<file path="src/rtl/dmm_pkg.sv">
package dmm_pkg;

    typedef enum logic {
        MODE_CPLX = 1'b0,
        MODE_MOD  = 1'b1
    } mode_e;

    function automatic int shift_bits(input int width);
        return $clog2(2 * width + 1);
    endfunction

endpackage

</file>
<file path="src/rtl/dm_mul.sv">
module dm_mul #(
    parameter int N = 18
) (
    input  logic signed [N-1:0]   x,
    input  logic signed [N-1:0]   y,
    output logic signed [2*N-1:0] p
);
    always_comb p = x * y;
endmodule

</file>
<file path="src/rtl/dm_finish.sv">
module dm_finish
    import dmm_pkg::*;
#(
    parameter int W  = 16,
    parameter int KW = 6,
    parameter int PW = 2 * (W + 2)
) (
    input  logic                 clk,
    input  logic                 rst,
    input  logic                 v_in,
    input  mode_e                mode_in,
    input  logic signed [PW-1:0] p1,
    input  logic signed [PW-1:0] p2,
    input  logic signed [PW-1:0] p3,
    input  logic [W-1:0]         q_in,
    input  logic [KW-1:0]        k_in,
    output logic                 v_out,
    output logic [2*W:0]         res_r,
    output logic [2*W:0]         res_i
);
    localparam int OW = 2 * W + 1;
    localparam int AW = 3 * W + 2;

    logic [AW-1:0] acc;
    logic [W:0]    est;
    logic [OW-1:0] estq;
    logic [OW-1:0] rem;
    logic [OW-1:0] mod_res;
    logic [OW-1:0] cr_c;
    logic [OW-1:0] ci_c;
    logic [OW-1:0] nxt_r;
    logic [OW-1:0] nxt_i;

    always_comb begin
        // low half-product plus high half-product weighted by 2^W
        acc     = AW'(p2[2*W:0]) + (AW'(p3[2*W:0]) << W);
        est     = (W+1)'(acc >> k_in);
        estq    = OW'(est) * OW'(q_in);
        rem     = {1'b0, p1[2*W-1:0]} - estq;
        mod_res = (rem >= OW'(q_in)) ? rem - OW'(q_in) : rem;
        cr_c    = OW'(p1) - OW'(p2);
        ci_c    = OW'(p3) - OW'(p1) - OW'(p2);
        if (mode_in == MODE_MOD) begin
            nxt_r = mod_res;
            nxt_i = '0;
        end else begin
            nxt_r = cr_c;
            nxt_i = ci_c;
        end
    end

    always_ff @(posedge clk) begin
        if (rst) begin
            v_out <= 1'b0;
            res_r <= '0;
            res_i <= '0;
        end else begin
            v_out <= v_in;
            if (v_in) begin
                res_r <= nxt_r;
                res_i <= nxt_i;
            end
        end
    end

    // Barrett remainder before correction stays below 2q
    assert_barrett_bound_R3: assert property (@(posedge clk) disable iff (rst)
        (v_in && mode_in == MODE_MOD) |-> (rem < {1'b0, q_in, 1'b0}))
        else $error("Barrett remainder out of range");

    // reduced residue below the modulus it was computed for
    assert_mod_range_R11: assert property (@(posedge clk) disable iff (rst)
        (v_in && mode_in == MODE_MOD) |=> (res_r < OW'($past(q_in))))
        else $error("modular result not below q");

    assert_mod_imag_zero_R4: assert property (@(posedge clk) disable iff (rst)
        (v_in && mode_in == MODE_MOD) |=> (res_i == '0))
        else $error("modular result has nonzero imaginary part");
endmodule

</file>
<file path="src/rtl/dualmode_mult.sv">
module dualmode_mult
    import dmm_pkg::*;
#(
    parameter int W = 16
) (
    input  logic                        clk,
    input  logic                        rst,
    input  logic                        in_valid,
    input  logic                        sel,
    input  logic [W-1:0]                a_r,
    input  logic [W-1:0]                a_i,
    input  logic [W-1:0]                b_r,
    input  logic [W-1:0]                b_i,
    input  logic [W-1:0]                q,
    input  logic [W:0]                  m,
    input  logic [shift_bits(W)-1:0]    k,
    output logic                        out_valid,
    output logic [2*W:0]                c_r,
    output logic [2*W:0]                c_i
);
    localparam int KW = shift_bits(W);
    localparam int MW = W + 2;
    localparam int PW = 2 * MW;
    localparam int SW = W + 1;

    // ---------------- stage 1: first product and pre-adders
    logic signed [MW-1:0] x0, y0;
    logic signed [PW-1:0] p0;
    logic signed [SW-1:0] sum_a, sum_b;

    always_comb begin
        if (sel) begin
            x0 = MW'(a_r);
            y0 = MW'(b_r);
        end else begin
            x0 = MW'($signed(a_r));
            y0 = MW'($signed(b_r));
        end
        sum_a = SW'($signed(a_r)) + SW'($signed(a_i));
        sum_b = SW'($signed(b_r)) + SW'($signed(b_i));
    end

    dm_mul #(.N(MW)) u_mul0 (.x(x0), .y(y0), .p(p0));

    logic                 s1_v;
    mode_e                s1_mode;
    logic signed [PW-1:0] s1_p1;
    logic signed [W-1:0]  s1_ai, s1_bi;
    logic signed [SW-1:0] s1_sa, s1_sb;
    logic [W-1:0]         s1_q;
    logic [W:0]           s1_m;
    logic [KW-1:0]        s1_k;

    always_ff @(posedge clk) begin
        if (rst) begin
            s1_v    <= 1'b0;
            s1_mode <= MODE_CPLX;
            s1_p1   <= '0;
            s1_ai   <= '0;
            s1_bi   <= '0;
            s1_sa   <= '0;
            s1_sb   <= '0;
            s1_q    <= '0;
            s1_m    <= '0;
            s1_k    <= '0;
        end else begin
            s1_v <= in_valid;
            if (in_valid) begin
                s1_mode <= sel ? MODE_MOD : MODE_CPLX;
                s1_p1   <= p0;
                s1_ai   <= $signed(a_i);
                s1_bi   <= $signed(b_i);
                s1_sa   <= sum_a;
                s1_sb   <= sum_b;
                s1_q    <= q;
                s1_m    <= m;
                s1_k    <= k;
            end
        end
    end

    // ---------------- stage 2: two shared multipliers, operands steered by mode
    logic signed [MW-1:0] mx [2];
    logic signed [MW-1:0] my [2];
    logic signed [PW-1:0] mp [2];

    always_comb begin
        if (s1_mode == MODE_MOD) begin
            mx[0] = MW'(s1_p1[W-1:0]);
            mx[1] = MW'(s1_p1[2*W-1:W]);
            my[0] = MW'(s1_m);
            my[1] = MW'(s1_m);
        end else begin
            mx[0] = MW'(s1_ai);
            mx[1] = MW'(s1_sa);
            my[0] = MW'(s1_bi);
            my[1] = MW'(s1_sb);
        end
    end

    for (genvar g = 0; g < 2; g++) begin : g_shared
        dm_mul #(.N(MW)) u_mul (.x(mx[g]), .y(my[g]), .p(mp[g]));
    end

    logic                 s2_v;
    mode_e                s2_mode;
    logic signed [PW-1:0] s2_p1, s2_p2, s2_p3;
    logic [W-1:0]         s2_q;
    logic [KW-1:0]        s2_k;

    always_ff @(posedge clk) begin
        if (rst) begin
            s2_v    <= 1'b0;
            s2_mode <= MODE_CPLX;
            s2_p1   <= '0;
            s2_p2   <= '0;
            s2_p3   <= '0;
            s2_q    <= '0;
            s2_k    <= '0;
        end else begin
            s2_v <= s1_v;
            if (s1_v) begin
                s2_mode <= s1_mode;
                s2_p1   <= s1_p1;
                s2_p2   <= mp[0];
                s2_p3   <= mp[1];
                s2_q    <= s1_q;
                s2_k    <= s1_k;
            end
        end
    end

    // ---------------- stage 3: reduction or recombination
    dm_finish #(.W(W), .KW(KW), .PW(PW)) u_finish (
        .clk     (clk),
        .rst     (rst),
        .v_in    (s2_v),
        .mode_in (s2_mode),
        .p1      (s2_p1),
        .p2      (s2_p2),
        .p3      (s2_p3),
        .q_in    (s2_q),
        .k_in    (s2_k),
        .v_out   (out_valid),
        .res_r   (c_r),
        .res_i   (c_i)
    );

    assert_operand_range_R3: assert property (@(posedge clk) disable iff (rst)
        (in_valid && sel) |-> (a_r < q && b_r < q))
        else $error("modular operand not below q");

    assert_valid_chain_R1: assert property (@(posedge clk) disable iff (rst)
        s1_v |=> s2_v)
        else $error("valid lost between stages");

    assert_result_follows_R1: assert property (@(posedge clk) disable iff (rst)
        s2_v |=> out_valid)
        else $error("result valid missing");

    assert_hold_idle_R10: assert property (@(posedge clk) disable iff (rst)
        !s2_v |=> (!out_valid && $stable(c_r) && $stable(c_i)))
        else $error("outputs moved without a result");
endmodule

</file>
<file path="config.mk">
export PLATFORM = sky130hd
export DESIGN_NAME = dualmode_mult
export DESIGN_NICKNAME = d
export VERILOG_FILES = /design/src/rtl/dmm_pkg.sv /design/src/rtl/dm_mul.sv /design/src/rtl/dm_finish.sv /design/src/rtl/dualmode_mult.sv
export SDC_FILE = /design/constraint.sdc
export NUM_CORES = 2
export LEC_CHECK = 0
export BUFFER_PORTS_ARGS = -buffer_cell sky130_fd_sc_hd__buf_2
export CORE_MARGIN = 3
export CORE_UTILIZATION = 65
export DETAILED_ROUTE_END_ITERATION = 10
export GPL_TIMING_DRIVEN = 0
export PLACE_DENSITY_LB_ADDON = 0.25
export RECOVER_POWER = 50
export REMOVE_ABC_BUFFERS = 1
export SKIP_LAST_GASP = 1
export SLEW_MARGIN = 0
export SYNTH_ARGS = -nofsm -noshare
export SYNTH_HDL_FRONTEND = slang
export SYNTH_HIERARCHICAL = 1
export SYNTH_SLANG_ARGS = --single-unit
</file>
<file path="constraint.sdc">
create_clock -name clk -period 15.1 [get_ports clk]
set_clock_uncertainty 0.15 [all_clocks]
set_input_delay 1.51 -clock clk [delete_from_list [all_inputs] [get_ports clk]]
set_output_delay 1.51 -clock clk [all_outputs]
set_load 0.01 [all_outputs]
</file>
==> flow_metrics.env <==
export IMPL_cts_resized=0
export IMPL_drive_gt1_frac=0.0522
export IMPL_violations="max-capacitance violations, max-slew violations"
export IMPL_num_vias=56200
export IMPL_cpMostUsedCell="fa_1"
export IMPL_cts_setup_buffers=0
export IMPL_first_pass_iters=8
export IMPL_core_area_mm2=0.106
export IMPL_worstSetupStartpoint="s2_p3[0]"
export IMPL_drt_wl_total_mm=211
export IMPL_layout_common_cells="inv_1, fa_1, nand2_1, and2_1, ha_1"
export IMPL_hold_violations=0
export IMPL_p_per_area_mw_per_mm2=158
export IMPL_p_int_w=0.00522
export IMPL_min_period_over_period=0.965
export IMPL_p_comb_frac=0.800
export IMPL_rsz0062_at_grt="false"
export IMPL_worstPathRequired_ns=15.42
export IMPL_clock_latency_ns=0.63
export IMPL_cts_made_buffers=42
export IMPL_grt_pass1_wl_mm=332
export IMPL_reg2reg_depth=33
export IMPL_cts_sinks=330
export IMPL_clock_root_buffer="clkbuf_16"
export IMPL_final_common_cell="inv_1"
export IMPL_ff2ff_setup_slack_ns=0.53
export IMPL_leakage_nw=34.6
export IMPL_num_fill_cells=8490
export IMPL_dp_slack_ns=0.314
export IMPL_swShare=0.548
export IMPL_antenna_found_initial=5
export IMPL_startpoint_type="register"
export IMPL_fp_row_count=119
export IMPL_fin_nets=9713
export IMPL_die_height_um=333
export IMPL_grt_pass1_vias=58800
export IMPL_grt_overflow_total=0
export IMPL_fin_total_pwr_w=0.0116
export IMPL_p_seq_frac=0.105
export IMPL_wl_per_cell_um=22.8
export IMPL_finalWorstSetupSlack_ns=0.533
export IMPL_grt_max_degree=130
export IMPL_criticalPathCategory="reg -> reg"
export IMPL_slowest_stage="a311oi_1"
export IMPL_crit_arrival_ns=14.88
export IMPL_syn_avg_cell_area_um2=8.75
export IMPL_cp_max_fo=17
export IMPL_p_clk_frac=0.095
export IMPL_cts_tree="done"
export IMPL_whs_path_depth=2
export IMPL_p_sw_w=0.00634
export IMPL_ys_warn_count=6
export IMPL_post_route_min_period_ns=14.57
export IMPL_hold_start="u_finish/res_i[28]"
export IMPL_max_freq_mhz=68.6
export IMPL_ios=174
export IMPL_hpwlAfterDp_mm=173
export IMPL_r2r_start="s2_p3[0]"
export IMPL_final_cell_count_no_fill=9276
export IMPL_htree_levels=2
export IMPL_crit_path_max_incr_delay_ns=1.12
export IMPL_cts_clk_slew_worst_paths_ns=0.06
export IMPL_place_port_buffers=173
export IMPL_netlist_instances=7942
export IMPL_syn_area_mm2=0.0695
export IMPL_tightest_slew_ns=6.86
export IMPL_ant_nets=0
export IMPL_cts_buffer_depth=3
export IMPL_irDropWorstVdd_mv=0.316
export IMPL_initial_core_util=0.658
export IMPL_drt_initial_drc_count=4224
export IMPL_setup_violations_final=0
export IMPL_status="complete, but fails checks"
export IMPL_dieArea_mm2=0.111
export IMPL_routabilityCongestion=1.01
export IMPL_die_x_um=333
export IMPL_maxCapViolations=5
export IMPL_remaining_drc_errors=0
export IMPL_viasPerCell=6.06
export IMPL_setup_worst_path_end_class="register"
export IMPL_grt_usage=0.385
export IMPL_dp_cells=9195
export IMPL_drv_slew=286
export IMPL_max_slew_margin=-3.57
export IMPL_holdPathEnd="u_finish/res_i[28]"
export IMPL_rr_endpoint="u_finish/res_r[15]"
export IMPL_hold_buffers=0
export IMPL_min_path_type="reg -> reg"
export IMPL_area_delta_synth_final_pct=4.96
export IMPL_final_util=0.690
-- registers in the layout, summed over array words and instances (netlist names) --
signal,cells
s2_p2,33
s1_m,17
s1_ai,16
s1_mode,1
s1_k,6
s2_k,6
s1_q,16
s1_sa,17
u_finish/res_i,33
s1_p1,33
s1_sb,17
s2_p1,33
s2_v,1
s2_mode,1
s2_q,16
u_finish/res_r,33
s1_bi,16
u_finish/v_out,1
s1_v,1
s2_p3,33
-- per-layer routing --
| layer | up-vias | wire length, µm | GRT usage |
|---|---|---|---|
| met1 | 28100 | 80100 | 0.472 |
| li1 | 25000 | - | - |
| met5 | - | 0 | 0 |
| met3 | 578 | 17200 | 0.0742 |
| met4 | 0 | 14900 | 0.225 |
| met2 | 2397 | 99000 | 0.637 |
-- per-stage QoR --
stage	hold WS, ns	setup TNS [ns]	cell area, µm²
final	0.308	0	73000
after global routing	0.340	0	73000
after CTS	0.308	0	73100
after detailed placement	0.297	0	71600
after global placement	0.287	-38.78	70700
after floorplan	0.271	0	68100
-- worst max-delay path, delay by kind of cell (launching register included) --
| family | cells | cell delay (ns) |
|---|---|---|
| AO/OA/AOI/OAI | 14 | 6.38 |
| adder cells (fa/ha/maj) | 9 | 4.39 |
| buffers and inverters | 3 | 0.16 |
| flip-flops | 1 | 0.53 |
| multiplexers | 1 | 0.40 |
| AND/OR/NAND/NOR | 6 | 2.39 |
-- layout make-up --
cell class	count	area, µm²	share of cell area
clock buffer	57	1190	0.0163
timing repair buffer	220	1510	0.0207
tap	1391	1740	0.0238
clock inverter	19	280	0.00384
inverter	1501	5630	0.0772
antenna	4	10.0	0.000137
sequential	330	6620	0.0907
multi-input combinational	5754	56000	0.767
-- power groups by stage --
| stage | logic (W) | clock network (W) | registers (W) |
|---|---|---|---|
| global placement | 0.00875 | 0 | 0.00123 |
| finish | 0.00925 | 0.00110 | 0.00121 |
| CTS | 0.00907 | 0.00111 | 0.00120 |
| global route | 0.0102 | 0.00114 | 0.00122 |
| detailed placement | 0.00901 | 0 | 0.00122 |
| floorplan | 0.00648 | 0 | 0.00113 |
-- how the worst max path moves through the flow --
stage                          to  slack (ns)  cells past startpoint
6_report       u_finish/res_r[15]        0.53                     33
5_1_grt        u_finish/res_r[15]        0.25                     33
4_1_cts        u_finish/res_r[15]        0.28                     35
3_5_place_dp   u_finish/res_r[15]        0.31                     35
3_3_place_gp   u_finish/res_r[15]       -1.63                     28
2_1_floorplan  u_finish/res_r[28]        3.53                     34
Note: power is estimated with default switching activity, not from simulation.
